--- src/rtl/rxb_pkg.sv ---
// Package: shared defaults for the I2C target receive buffer.
// Assumes: byte-wide data path and a two-entry FIFO unless overridden.
package rxb_pkg;
    localparam int RXB_DATA_W = 8;
    localparam int RXB_DEPTH  = 2;
endpackage

--- src/rtl/rxb_fifo.sv ---
// Module: rxb_fifo
// A small circular FIFO of DEPTH entries. It accepts a push and a pop in the
// same cycle, including a push while full when a pop frees the head.
// Assumes: the caller never pushes while full without a pop, and never pops
// while empty. Both are checked by assertions.
module rxb_fifo #(
    parameter int DATA_W = rxb_pkg::RXB_DATA_W,
    parameter int DEPTH  = rxb_pkg::RXB_DEPTH
) (
    input  logic              clk,
    input  logic              rst_n,
    input  logic              push,
    input  logic [DATA_W-1:0] push_data,
    input  logic              pop,
    output logic [DATA_W-1:0] head,
    output logic              full,
    output logic              empty
);
    localparam int PTR_W = (DEPTH > 1) ? $clog2(DEPTH) : 1;
    localparam int CNT_W = $clog2(DEPTH + 1);
    localparam logic [PTR_W-1:0] LAST_PTR = PTR_W'(DEPTH - 1);
    localparam logic [CNT_W-1:0] FULL_CNT = CNT_W'(DEPTH);

    logic [PTR_W-1:0] wr_ptr;
    logic [PTR_W-1:0] rd_ptr;
    logic [CNT_W-1:0] count;
    logic [DEPTH-1:0][DATA_W-1:0] slots;

    // One storage register per entry, written when the write pointer selects it.
    for (genvar gi = 0; gi < DEPTH; gi++) begin : g_slot
        logic [DATA_W-1:0] q;
        always_ff @(posedge clk) begin : p_slot_write
            if (!rst_n)
                q <= '0;
            else if (push && (wr_ptr == PTR_W'(gi)))
                q <= push_data;
        end
        assign slots[gi] = q;
    end

    // Advance the write pointer on each push, wrapping at the last entry.
    always_ff @(posedge clk) begin : p_wr_ptr
        if (!rst_n)
            wr_ptr <= '0;
        else if (push)
            wr_ptr <= (wr_ptr == LAST_PTR) ? '0 : wr_ptr + 1'b1;
    end

    // Advance the read pointer on each pop, wrapping at the last entry.
    always_ff @(posedge clk) begin : p_rd_ptr
        if (!rst_n)
            rd_ptr <= '0;
        else if (pop)
            rd_ptr <= (rd_ptr == LAST_PTR) ? '0 : rd_ptr + 1'b1;
    end

    // Track occupancy; a simultaneous push and pop leave it unchanged.
    always_ff @(posedge clk) begin : p_count
        if (!rst_n)
            count <= '0;
        else if (push && !pop)
            count <= count + 1'b1;
        else if (pop && !push)
            count <= count - 1'b1;
    end

    assign head  = slots[rd_ptr];
    assign full  = (count == FULL_CNT);
    assign empty = (count == '0);

    assert_no_overflow_R4: assert property (@(posedge clk) disable iff (!rst_n)
        (push && full) |-> pop)
        else $error("FIFO pushed while full without a pop");

    assert_no_underflow_R8: assert property (@(posedge clk) disable iff (!rst_n)
        pop |-> !empty)
        else $error("FIFO popped while empty");

    assert_count_bound_R4: assert property (@(posedge clk) disable iff (!rst_n)
        count <= FULL_CNT)
        else $error("FIFO occupancy beyond depth");
endmodule

--- src/rtl/rxb_park.sv ---
// Module: rxb_park
// A one-entry holding register for a byte that arrived while the FIFO was full.
// Assumes: load and release never occur together, and load only happens while
// the register is free.
module rxb_park #(
    parameter int DATA_W = rxb_pkg::RXB_DATA_W
) (
    input  logic              clk,
    input  logic              rst_n,
    input  logic              load,
    input  logic [DATA_W-1:0] load_data,
    input  logic              release_i,
    output logic              valid,
    output logic [DATA_W-1:0] data
);
    // Occupancy bit: set on load, cleared when the byte moves into the FIFO.
    always_ff @(posedge clk) begin : p_valid
        if (!rst_n)
            valid <= 1'b0;
        else if (load)
            valid <= 1'b1;
        else if (release_i)
            valid <= 1'b0;
    end

    // Capture the parked byte.
    always_ff @(posedge clk) begin : p_data
        if (!rst_n)
            data <= '0;
        else if (load)
            data <= load_data;
    end

    assert_park_single_R10: assert property (@(posedge clk) disable iff (!rst_n)
        load |-> !valid)
        else $error("holding register loaded while occupied");

    assert_release_held_R5: assert property (@(posedge clk) disable iff (!rst_n)
        release_i |-> valid)
        else $error("holding register released while empty");
endmodule

--- src/rtl/rxb_irq.sv ---
// Module: rxb_irq
// Sticky interrupt flag with a write-one-to-clear strobe; a set beats a clear.
// Assumes: set and clr are single-cycle qualified strobes.
module rxb_irq (
    input  logic clk,
    input  logic rst_n,
    input  logic set,
    input  logic clr,
    output logic flag
);
    // Hold the flag until cleared; a set in the same cycle wins.
    always_ff @(posedge clk) begin : p_flag
        if (!rst_n)
            flag <= 1'b0;
        else if (set)
            flag <= 1'b1;
        else if (clr)
            flag <= 1'b0;
    end

    assert_irq_sticky_R7: assert property (@(posedge clk) disable iff (!rst_n)
        (flag && !clr) |=> flag)
        else $error("interrupt flag dropped without a clear");

    assert_set_wins_R7: assert property (@(posedge clk) disable iff (!rst_n)
        set |=> flag)
        else $error("interrupt set lost");

    assert_clear_works_R7: assert property (@(posedge clk) disable iff (!rst_n)
        (clr && !set) |=> !flag)
        else $error("interrupt clear ignored");
endmodule

--- src/rtl/i2c_rx_buffer.sv ---
// Module: i2c_rx_buffer
// Receive byte buffer of an I2C target: a two-entry FIFO, a one-byte holding
// register for a byte that lands on a full FIFO, a registered data-in read
// port and a sticky write-event interrupt.
// Assumes: the protocol engine stretches the clock while hold is 1. A byte
// strobed in that state is ignored. A new write transaction never flushes data.
module i2c_rx_buffer #(
    parameter int DATA_W = rxb_pkg::RXB_DATA_W,
    parameter int DEPTH  = rxb_pkg::RXB_DEPTH
) (
    input  logic              clk,
    input  logic              rst_n,
    input  logic              byte_valid,
    input  logic [DATA_W-1:0] byte_data,
    input  logic              addr_wr_match,
    input  logic              rd_strobe,
    output logic [DATA_W-1:0] rd_data,
    output logic              rx_empty,
    output logic              hold,
    input  logic              irq_clr,
    output logic              wr_irq
);
    logic              fifo_push;
    logic [DATA_W-1:0] fifo_push_data;
    logic              fifo_pop;
    logic [DATA_W-1:0] fifo_head;
    logic              fifo_full;
    logic              fifo_empty;
    logic              park_valid;
    logic [DATA_W-1:0] park_data;
    logic              park_load;
    logic              park_release;
    logic              arrive;
    logic              arrive_full;

    // Steer arrivals, pops and parked-byte moves between FIFO and holding register.
    always_comb begin : p_steer
        fifo_pop       = rd_strobe && !fifo_empty;
        arrive         = byte_valid && !park_valid;
        arrive_full    = arrive && fifo_full;
        park_load      = arrive_full && !fifo_pop;
        park_release   = park_valid && fifo_pop;
        fifo_push      = (arrive && !park_load) || park_release;
        fifo_push_data = park_valid ? park_data : byte_data;
    end

    rxb_fifo #(
        .DATA_W (DATA_W),
        .DEPTH  (DEPTH)
    ) u_fifo (
        .clk       (clk),
        .rst_n     (rst_n),
        .push      (fifo_push),
        .push_data (fifo_push_data),
        .pop       (fifo_pop),
        .head      (fifo_head),
        .full      (fifo_full),
        .empty     (fifo_empty)
    );

    rxb_park #(
        .DATA_W (DATA_W)
    ) u_park (
        .clk       (clk),
        .rst_n     (rst_n),
        .load      (park_load),
        .load_data (byte_data),
        .release_i (park_release),
        .valid     (park_valid),
        .data      (park_data)
    );

    rxb_irq u_irq (
        .clk   (clk),
        .rst_n (rst_n),
        .set   (arrive_full),
        .clr   (irq_clr),
        .flag  (wr_irq)
    );

    // Data-in register: capture the FIFO head on each successful pop.
    always_ff @(posedge clk) begin : p_rd_data
        if (!rst_n)
            rd_data <= '0;
        else if (fifo_pop)
            rd_data <= fifo_head;
    end

    assign rx_empty = fifo_empty;
    assign hold     = park_valid;

    assert_park_on_full_R4: assert property (@(posedge clk) disable iff (!rst_n)
        (byte_valid && !hold && !rx_empty && fifo_full && !rd_strobe) |=> hold)
        else $error("byte on full FIFO not parked");

    assert_hold_release_R5: assert property (@(posedge clk) disable iff (!rst_n)
        (hold && rd_strobe) |=> (!hold && !rx_empty))
        else $error("parked byte not moved on pop");

    assert_empty_read_R8: assert property (@(posedge clk) disable iff (!rst_n)
        (rd_strobe && rx_empty) |=> $stable(rd_data))
        else $error("read of empty FIFO changed data");

    assert_no_flush_R9: assert property (@(posedge clk) disable iff (!rst_n)
        (addr_wr_match && !rd_strobe && !byte_valid) |=> ($stable(rx_empty) && $stable(hold)))
        else $error("new write transaction disturbed the buffer");

    assert_hold_implies_full_R3: assert property (@(posedge clk) disable iff (!rst_n)
        hold |-> fifo_full)
        else $error("holding register occupied while FIFO not full");
endmodule

--- config.mk ---
export PLATFORM = sky130hd
export DESIGN_NAME = i2c_rx_buffer
export DESIGN_NICKNAME = d
export VERILOG_FILES = /design/src/rtl/rxb_pkg.sv /design/src/rtl/rxb_fifo.sv /design/src/rtl/rxb_park.sv /design/src/rtl/rxb_irq.sv /design/src/rtl/i2c_rx_buffer.sv
export SDC_FILE = /design/constraint.sdc
export NUM_CORES = 1
export LEC_CHECK = 0
export ABC_CLOCK_PERIOD_IN_PS = 3300
export CORE_UTILIZATION = 57
export DETAILED_ROUTE_END_ITERATION = 8
export PLACE_DENSITY_LB_ADDON = 0.12
export REMOVE_ABC_BUFFERS = 1
export SYNTH_ARGS = -nofsm -noshare
export SYNTH_HDL_FRONTEND = slang
export SYNTH_SLANG_ARGS = --single-unit
--- constraint.sdc ---
create_clock -name clk -period 3.3 [get_ports clk]
set_clock_uncertainty 0.2 [all_clocks]
set_input_delay 0.495 -clock clk [delete_from_list [all_inputs] [get_ports clk]]
set_output_delay 0.495 -clock clk [all_outputs]
set_load 0.05 [all_outputs]
==> results.md, run 1 <==
- Status: complete, no violations
- Clk root buf: clkbuf_4
- Initial antenna violation count: 0
- ANT cells: 0
- Min Tclk post-route: 2.51 ns
- Post-Syn Instances: 167
- WL final: 2.99 mm
- Number of vias per cell: 5.50
- Slew Limit Headroom: 63.4%
- Bufs on Longest Clock Path: 2
- Area of the mapped netlist: roughly 1700 µm²
- Initial cell density of the core: 60.2%
- # DRC: 0
- DR iter-0 viols: 17
- CP Max Fanout: 10
- Skew-Pair Late Insertion Delay: 0.33 ns
- Worst-Margin Slew: 0.548 ns
- Post-CTS Setup Repair Bufs: 0
- Cell taking the most area after synthesis: dfxtp_1
- Post-cts repair resize count: 0
- Post-Route M1 WL: roughly 1.3 mm
- Type of the worst setup path: flip-flop to output pin
- DIE WIDTH: about 56 µm
- Period utilisation layout: 75.9%
- CP arrival: 1.81 ns
- Post-DP HPWL: 2.09 mm
- Final #Nets: 204
- Syn Area/Cell: 10.0 µm²
- DR WL/cell: approximately 14 µm
- Final Hold Slack: 0.265 ns
- Vias in the first global route: 1217
- Final Hold Fails: 0
- Area delta synth->final: 19.5%
- Pleak: 0.820 nW
- Warnings, synthesis: 0
- Final setup vio count: 0
- # fillers: between 200 and 250
- IO Pins: 25
- Met2 Wirelength: ~1.6 mm
- Count of cell types in the netlist: 27
- Util after Layout: 72.0%
- CTS tree: built
- Fmax: about 0.4 GHz
- Worst path required time: 2.60 ns
- Slowest CP cell: clkdlybuf4s50_1
- Total clock sinks: 38
- Crit path cell chain: buf_4 > clkdlybuf4s50_1
- Die Area: 3160 µm²
- Register area share after synthesis: a little under half
- FF+latch count, synth: 38
- Largest net degree at the start of global routing: 47
- Chip height: 56.2 µm
- Highest routed layer: met4
- Placed cell area: 1920 µm²
- TritonCTS buffer count: 5
- Fin. max-slew vios: 0
- Total GRT Usage: 20.8%
- Reg clk slew, reported paths: 0.10 ns
- Share of cells above drive strength 1: 11.6%
- DR vias: 1209
- RSZ-0062 raised after global routing: false
- Placeable Area: 2780 µm²
- Max rail drop VDD: 0.000602 V
- # hold bufs at CTS: 0
- H-Tree Level Count: 2
- Delay-heaviest family, CP: buffers and inverters
- Slowest cell delay on critical path: 0.81 ns
- Routed Antenna Nets: 0
- Min-delay worst type: flip-flop to flip-flop
- Final instance area: about 2000 µm²
- PortBufs: 23
- Largest cells by area after synthesis: dfxtp_1 45%, mux2i_1 20%, nand2_1 7.4%
- Setup_tns: 0 ns
- First-pass GRT wire length: 5.04 mm
- CP endpoint kind: output pin
- Startpoint types: flip-flop
- Top cell type's share of synthesized area: 45.4%
- Max_cap viols: 0
- Core Rows: 19
- Met3 wire length: 94 µm
- Router iterations before antenna repair: 4
- Routability Congestion: 0.759
- Power Density: 724 nW/µm²
- Remaining Overflow, GRT: 0
- WP buf/inv: 2
-- synth_stat cells, drive strengths merged --
cell,count
a21boi,2
a21oi,2
and2,3
buf,7
clkbuf,6
dfxtp,38
ha,1
inv,2
mux2,8
mux2i,33
nand2,33
nand2b,1
nor2,2
nor2b,10
nor3b,1
nor4,1
o211a,8
o21ai,2
o32ai,1
or2b,1
or3,2
xnor2,2
xor2,1
-- where the power goes --
group          internal, mW  switching (mW)
Sequential            0.540          0.0733
Clock                 0.176           0.145
Combinational         0.222           0.293
-- layout make-up --
type / count / area (µm²) / share of cell area (%)
Inverter: 2 / 7.51 / 0.375
Sequential cell: 38 / 761 / 38.0
Clock inverter: 1 / 30.0 / 1.50
Clock buffer: 6 / 51.3 / 2.56
Multi-Input combinational cell: 114 / 846 / 42.2
Timing Repair Buffer: 28 / 268 / 13.4
Tap cell: 31 / 38.8 / 1.94
-- registers in the layout, indices dropped and copies added, names as in the netlist --
name / count
u_fifo.g_slot.q: 16
rd_data: 8
u_park.data: 8
u_fifo.count: 2
u_fifo.rd_ptr: 1
u_fifo.wr_ptr: 1
u_irq.flag: 1
u_park.valid: 1
-- logic make-up after synthesis --
group | after synthesis | share of synthesized area (%)
compound gates | 15 | 7.62
xor+xnor | 3 | 1.57
fa+ha+maj | 1 | 0.747
buf+inv | 15 | 4.48
flops | 38 | 45.4
mux | 41 | 25.1
simple gates | 54 | 15.1
-- final timing paths --
path	start	to	slack (ns)	cells past startpoint
max	u_park.valid	hold	0.79	2
min	u_fifo.g_slot[1].q[0]	u_fifo.g_slot[1].q[0]	0.26	2
max reg2reg	u_park.valid	u_fifo.count[1]	1.21	6
min reg2reg	u_fifo.g_slot[1].q[0]	u_fifo.g_slot[1].q[0]	0.26	2
-- routing by layer --
layer  GRT usage, %  vias up
met5              0        -
met4           8.71        0
met3           7.44        6
met2           36.1       20
met1           23.0      573
li1               -      610
-- worst register-to-register path, stage by stage (launching register included) --
cell and delay, ns:
dfxtp_1 0.44, or2b_1 0.27, a21oi_2 0.20, nor2_1 0.07, ha_1 0.32, or3_1 0.37, a21boi_0 0.16
-- cell usage in the layout (no fill, tap or decap), types with 2 or more instances in the layout --
master	instances
dfxtp_1	38
mux2i_1	33
nand2_1	33
clkdlybuf4s50_1	23
nor2b_1	10
mux2_2	8
o211a_1	8
clkbuf_4	5
buf_4	5
and2_1	3
nor2_1	2
inv_1	2
or3_1	2
o21ai_0	2
a21boi_0	2
xnor2_1	2
-- through the flow --
step	cells	worst slack [ns]	total power, mW
finish	220	0.794	1.45
CTS	220	0.774	1.46
detailed placement	213	0.750	1.14
global placement	213	0.823	1.12
floorplan	154	0.609	0.972
global route	220	0.728	1.52
Power figures use the tool's default switching activity.
==> run 2: changes to the inputs <==
Settings changed: ABC_CLOCK_PERIOD_IN_PS 3300 to 2200, CORE_UTILIZATION 57 to 47.
Clock period 3.3 ns to 2.2 ns, I/O delays scaled along.
==> run 2 against run 1 <==
  * Worst setup slack got worse by 0.62 ns
  * Wire length increased by 3.2%
  * Final area increased by 2.5%
  * Utilization decreased by 11 points
  * Die area increased by 20%
  * Clock power increased by 18%
  * Count of clock-buffer cells in the layout increased by 1
  * Critical path depth decreased by 1
  * Flip-flop and latch count unchanged
  * Sequential power increased by 50%
  * Critical path type unchanged
==> results.md, run 2 (synthesis gave the netlist of run 1 again) <==
- Status: complete, no violations
- Worst path required time: 1.67 ns
- Bufs on Longest Clock Path: 2
- Final instance area: 2050 µm²
- Remaining Overflow, GRT: 0
- TritonCTS buffer count: 5
- Max_cap viols: 0
- Initial antenna violation count: 0
- Placeable Area: 3360 µm²
- Hold path endpoint: u_fifo.g_slot[1].q[2]
- Hold depth: 2
- Placed cell area: 1990 µm²
- Fin. max-slew vios: 0
- ANT cells: 0
- Critical R2R Launch: u_fifo.count[0]
- Area delta synth->final: 22.5%
- Pre-CTS setup slack: -0.126 ns
- IO Pins: 25
- RSZ-0062 raised after global routing: false
- Vias in the first global route: 1127
- Power Density: 1030 nW/µm²
- DR vias: 1214
- Final setup vio count: 0
- Total clock sinks: 38
- WP buf/inv: 1
- CTS tree: built
- Number of vias per cell: 5.02
- DR iter-0 viols: 35
- PortBufs: 23
- R2R Setup Slk: 0.20 ns
- Final worst slack: 0.173 ns
- Largest net degree at the start of global routing: 47
- H-Tree Level Count: 2
- Largest register by flop count: u_fifo.g_slot.q
- Worst-Margin Slew: ~0.55 ns
- Commonest non-fill, non-tap cells in the layout: 38 x dfxtp_1, 33 x mux2i_1, 33 x nand2_1
- Chip height: 61.7 µm
- Total GRT Usage: about 19%
- Max rail drop VDD: between 0.0006 and 0.0007 V
- Util after Layout: 61.0%
- # hold bufs at CTS: 0
- Router iterations before antenna repair: 4
- CP arrival: ~1.5 ns
- Startpoint types: flip-flop
- Post-cts repair resize count: 0
- Crit path cell chain: clkdlybuf4s50_1
- Skew-Pair Late Insertion Delay: between 0.3 and 0.4 ns
- CP Max Fanout: 2
- Die Area: around 3800 µm²
- Type of the worst setup path: flip-flop to output pin
- Post-DP HPWL: 2.12 mm
- Slowest cell delay on critical path: ~0.81 ns
- Min-delay worst type: flip-flop to flip-flop
- Slowest CP cell: clkdlybuf4s50_1
- Delay-heaviest family, CP: buffers and inverters
- Share of cells above drive strength 1: 15.3%
- Routed Antenna Nets: 0
- Clk root buf: clkbuf_4
- Commonest non-fill, non-tap cell in the layout: dfxtp_1
- CP endpoint kind: output pin
- Core Rows: 21
- First-pass GRT wire length: 5.07 mm
- Largest register FFs: 16
- Final #Nets: 210
- Initial cell density of the core: 49.8%
- Final Hold Fails: 0
- Fmax: 0.493 GHz
- Period utilisation layout: just over 90%
- DR WL/cell: 12.7 µm
- Largest registers: u_fifo.g_slot.q: 16 flops, rd_data: 8 flops, u_park.data: 8 flops
- Pleak: roughly 0.85 nW
- Routability Congestion: 0.677
- Post-CTS Setup Repair Bufs: 0
- # DRC: 0
- Min Tclk post-route: 2.03 ns
- Worst hold start: u_fifo.g_slot[1].q[2]
- WL final: 3.09 mm
- Worst R2R End: u_fifo.count[1]
- Slew Limit Headroom: 63.1%
- Reg clk slew, reported paths: roughly 0.11 ns
- R2r worst-path depth: 7
- DIE WIDTH: 61.7 µm
-- run 2: cell type report --
type                    instances  area, µm²
clock buffers                   7       55.1
clock inverters                 1       5.00
fillers                       329       1310
inverters                       2       7.51
multi-input cells             114        846
flip-flops and latches         38        761
well taps                      46       57.6
repair buffers                 34        320
-- run 2: worst max-delay path by stage --
stage | endpoint | cells after the start | start
after floorplan | u_fifo.count[1] | 6 | u_fifo.count[0]
after global placement | u_fifo.count[1] | 7 | rd_strobe
after detailed placement | u_fifo.count[1] | 7 | rd_strobe
after CTS | rd_data[4] | 1 | rd_data[4]
after global routing | u_fifo.count[1] | 7 | u_fifo.count[0]
final | rd_data[4] | 1 | rd_data[4]
-- run 2: stage by stage --
step / hold slack [ns] / power (mW) / setup TNS (ns) / instances
after floorplan: 0.234 / 1.46 / -7.48 / 154
after global placement: 0.242 / 1.72 / 0 / 234
after detailed placement: 0.253 / 1.75 / -0.126 / 234
after CTS: 0.269 / 2.13 / 0 / 242
after global routing: 0.278 / 2.23 / 0 / 242
final: 0.268 / 2.10 / 0 / 242
-- run 2: layer usage --
metal | up-vias | global-route usage (%) | share of wire (%)
met5 | - | 0 | 0
met1 | 569 | 21.7 | 45
met2 | 14 | 33.2 | 50
li1 | 623 | - | -
met4 | 0 | 11.4 | 2.3
met3 | 8 | 4.35 | 2.2
-- run 2: power breakdown --
| part | switching (mW) | internal (mW) |
|---|---|---|
| Combinational | 0.449 | 0.359 |
| Clock | 0.223 | 0.155 |
| Sequential | 0.108 | 0.811 |
-- run 2: worst register-to-register path, cell delays in order, from the launching register on --
cell and delay, ns:
dfxtp_1 0.50, nor2_1 0.11, nor2b_1 0.16, inv_1 0.08, ha_1 0.21, xor2_1 0.15
or3_1 0.31, a21boi_0 0.19
==> run 3: changes to the inputs <==
Settings changed: GPL_TIMING_DRIVEN set to 0.
==> run 3 against run 2 <==
  * Via count shrank 2.6%
  * First-iteration DRC count shrank 17%
  * Count of clock-buffer cells in the layout shrank 2
  * Hold slack gained 0.00061 ns
  * Die area is the same
  * Largest power group unchanged
==> results.md, run 3 (synthesis gave the netlist of run 1 again) <==
- Largest net degree at the start of global routing: 47
- R2r worst-path depth: 7
- WL final: 3.11 mm
- TritonCTS buffer count: 5
- Power Density: 1070 nW/µm²
- Number of vias per cell: 5.01
- Total power: 2.18 mW
- CP endpoint kind: flip-flop
- Startpoint types: primary input
- Initial antenna violation count: 0
- PortBufs: 23
- IO Pins: 25
- Die Area: 3810 µm²
- Share of cells above drive strength 1: between 15 and 20%
- Placeable Area: 3360 µm²
- Worst R2R End: u_fifo.count[1]
- CTS tree: built
- DR vias: ~1200
- Placed cell area: ~1900 µm²
- DIE WIDTH: 61.7 µm
- Final setup vio count: 0
- Busiest grt layer: met2
- Post-DP HPWL: 1.97 mm
- Fmax: 0.481 GHz
- H-Tree Level Count: 2
- Status: complete, no violations
- Max_cap viols: 0
- Reg clk slew, reported paths: 0.10 ns
- Type of the worst setup path: primary input to flip-flop
- Commonest non-fill, non-tap cell in the layout: dfxtp_1
- Final instance area: 2040 µm²
- Fin. max-slew vios: 0
- Core Rows: 21
- Chip height: 61.7 µm
- Routed Antenna Nets: 0
- Clk root buf: clkbuf_4
- First-pass GRT wire length: 4.82 mm
- Setup_tns: 0 ns
- Min Tclk post-route: about 2.1 ns
- Total clock sinks: 38
- Total GRT Usage: a little under a fifth
- Final Hold Fails: 0
- Routability Congestion: a little over 0.7
- Initial cell density of the core: 49.8%
- Max rail drop VDD: 0.000514 V
- ANT cells: 0
- # DRC: 0
- M1 GR Usage: 20.9%
- Skew-Pair Late Insertion Delay: about 0.34 ns
- Hold path endpoint: u_fifo.g_slot[1].q[6]
- Critical Path Source: rd_strobe
- Area delta synth->final: 21.7%
- Vias in the first global route: 1082
- CP Max Fanout: 8
- DR WL/cell: 13.2 µm
- Bufs on Longest Clock Path: 2
- Hold depth: 2
- Router iterations before antenna repair: 4
- Critical R2R Launch: u_park.valid
- Met2 Track Usage GR: 30.9%
- GRT met3 Usage: 6.21%
- R2R Setup Slk: 0.13 ns
- Largest register by flop count: u_fifo.g_slot.q
- Largest register FFs: 16
- Worst hold start: u_fifo.g_slot[1].q[6]
- Pleak: 0.835 nW
- DR iter-0 viols: 29
- Largest registers: u_fifo.g_slot.q: 16 flops, rd_data: 8 flops, u_park.data: 8 flops
- Final #Nets: 204
- Remaining Overflow, GRT: 0
- Util after Layout: 60.6%
- Period utilisation layout: 94.4%
- CP arrival: 2.14 ns
- Min-delay worst type: flip-flop to flip-flop
- Slew Limit Headroom: roughly two fifths
- Commonest non-fill, non-tap cells in the layout: 36 x dfxtp_1, 33 x mux2i_1, 33 x nand2_1
- Worst path required time: ~2.3 ns
- RSZ-0062 raised after global routing: false
- Worst-Margin Slew: a little over 0.9 ns
run 3: cell count changes in the layout (fill, tap and decap cells not counted), sizes merged:
cell / delta
buf: -7
clkbuf: -2
dlygate4sd2: +2
bufinv: +1
clkdlybuf4s50: -1
clkinv: +1
run 3: area by class of cell:
cell class | count | area, µm²
clock buffer | 5 | 37.5
clock inverter | 3 | 40.0
fill | 326 | 1320
inverter | 2 | 7.51
multi-input combinational | 114 | 871
sequential | 38 | 766
tap | 46 | 57.6
timing repair buffer | 28 | 260
run 3: stage by stage:
step	setup WS (ns)	cells	hold slack (ns)
CTS	0.0374	232	0.271
finish	0.122	236	0.269
global route	0.0419	236	0.282
detailed placement	-1.09	224	0.250
floorplan	-0.491	154	0.234
global placement	-1.02	223	0.242
run 3: what timing repair did:
action | in CTS | in global routing
hold endpoints to repair | 0 | 0
hold buffers | 0 | 0
setup buffers | 0 | 4
gates resized for setup | 9 | 0
setup endpoints to repair | 19 | 1
run 3: worst max-delay path by stage:
stage                       endpoint  slack [ns]  cells after the start
6_report       u_fifo.g_slot[1].q[7]        0.12                      5
2_1_floorplan        u_fifo.count[1]       -0.49                      6
3_3_place_gp         u_fifo.count[1]       -1.02                      6
5_1_grt              u_fifo.count[1]        0.04                      7
3_5_place_dp         u_fifo.count[1]       -1.09                      6
4_1_cts        u_fifo.g_slot[1].q[2]        0.04                      3
run 3: critical path: stages:
cell,delay [ns]
clkdlybuf4s50_1,0.54
nand2b_1,0.14
a21oi_2,0.08
nor3b_2,0.76
mux2i_1,0.28
run 3: per-layer routing:
| layer | wire [µm] | share of wire (%) | up-vias |
|---|---|---|---|
| met5 | 0 | 0 | - |
| li1 | - | - | 607 |
| met1 | 1430 | 46 | 560 |
| met2 | 1560 | 50 | 14 |
| met3 | 95 | 3.1 | 2 |
| met4 | 23 | 0.74 | 0 |
run 3: report_power, final:
part           switching, mW  internal (mW)
combinational          0.447          0.340
sequential             0.110          0.813
clock                  0.233          0.235
total                  0.791           1.39
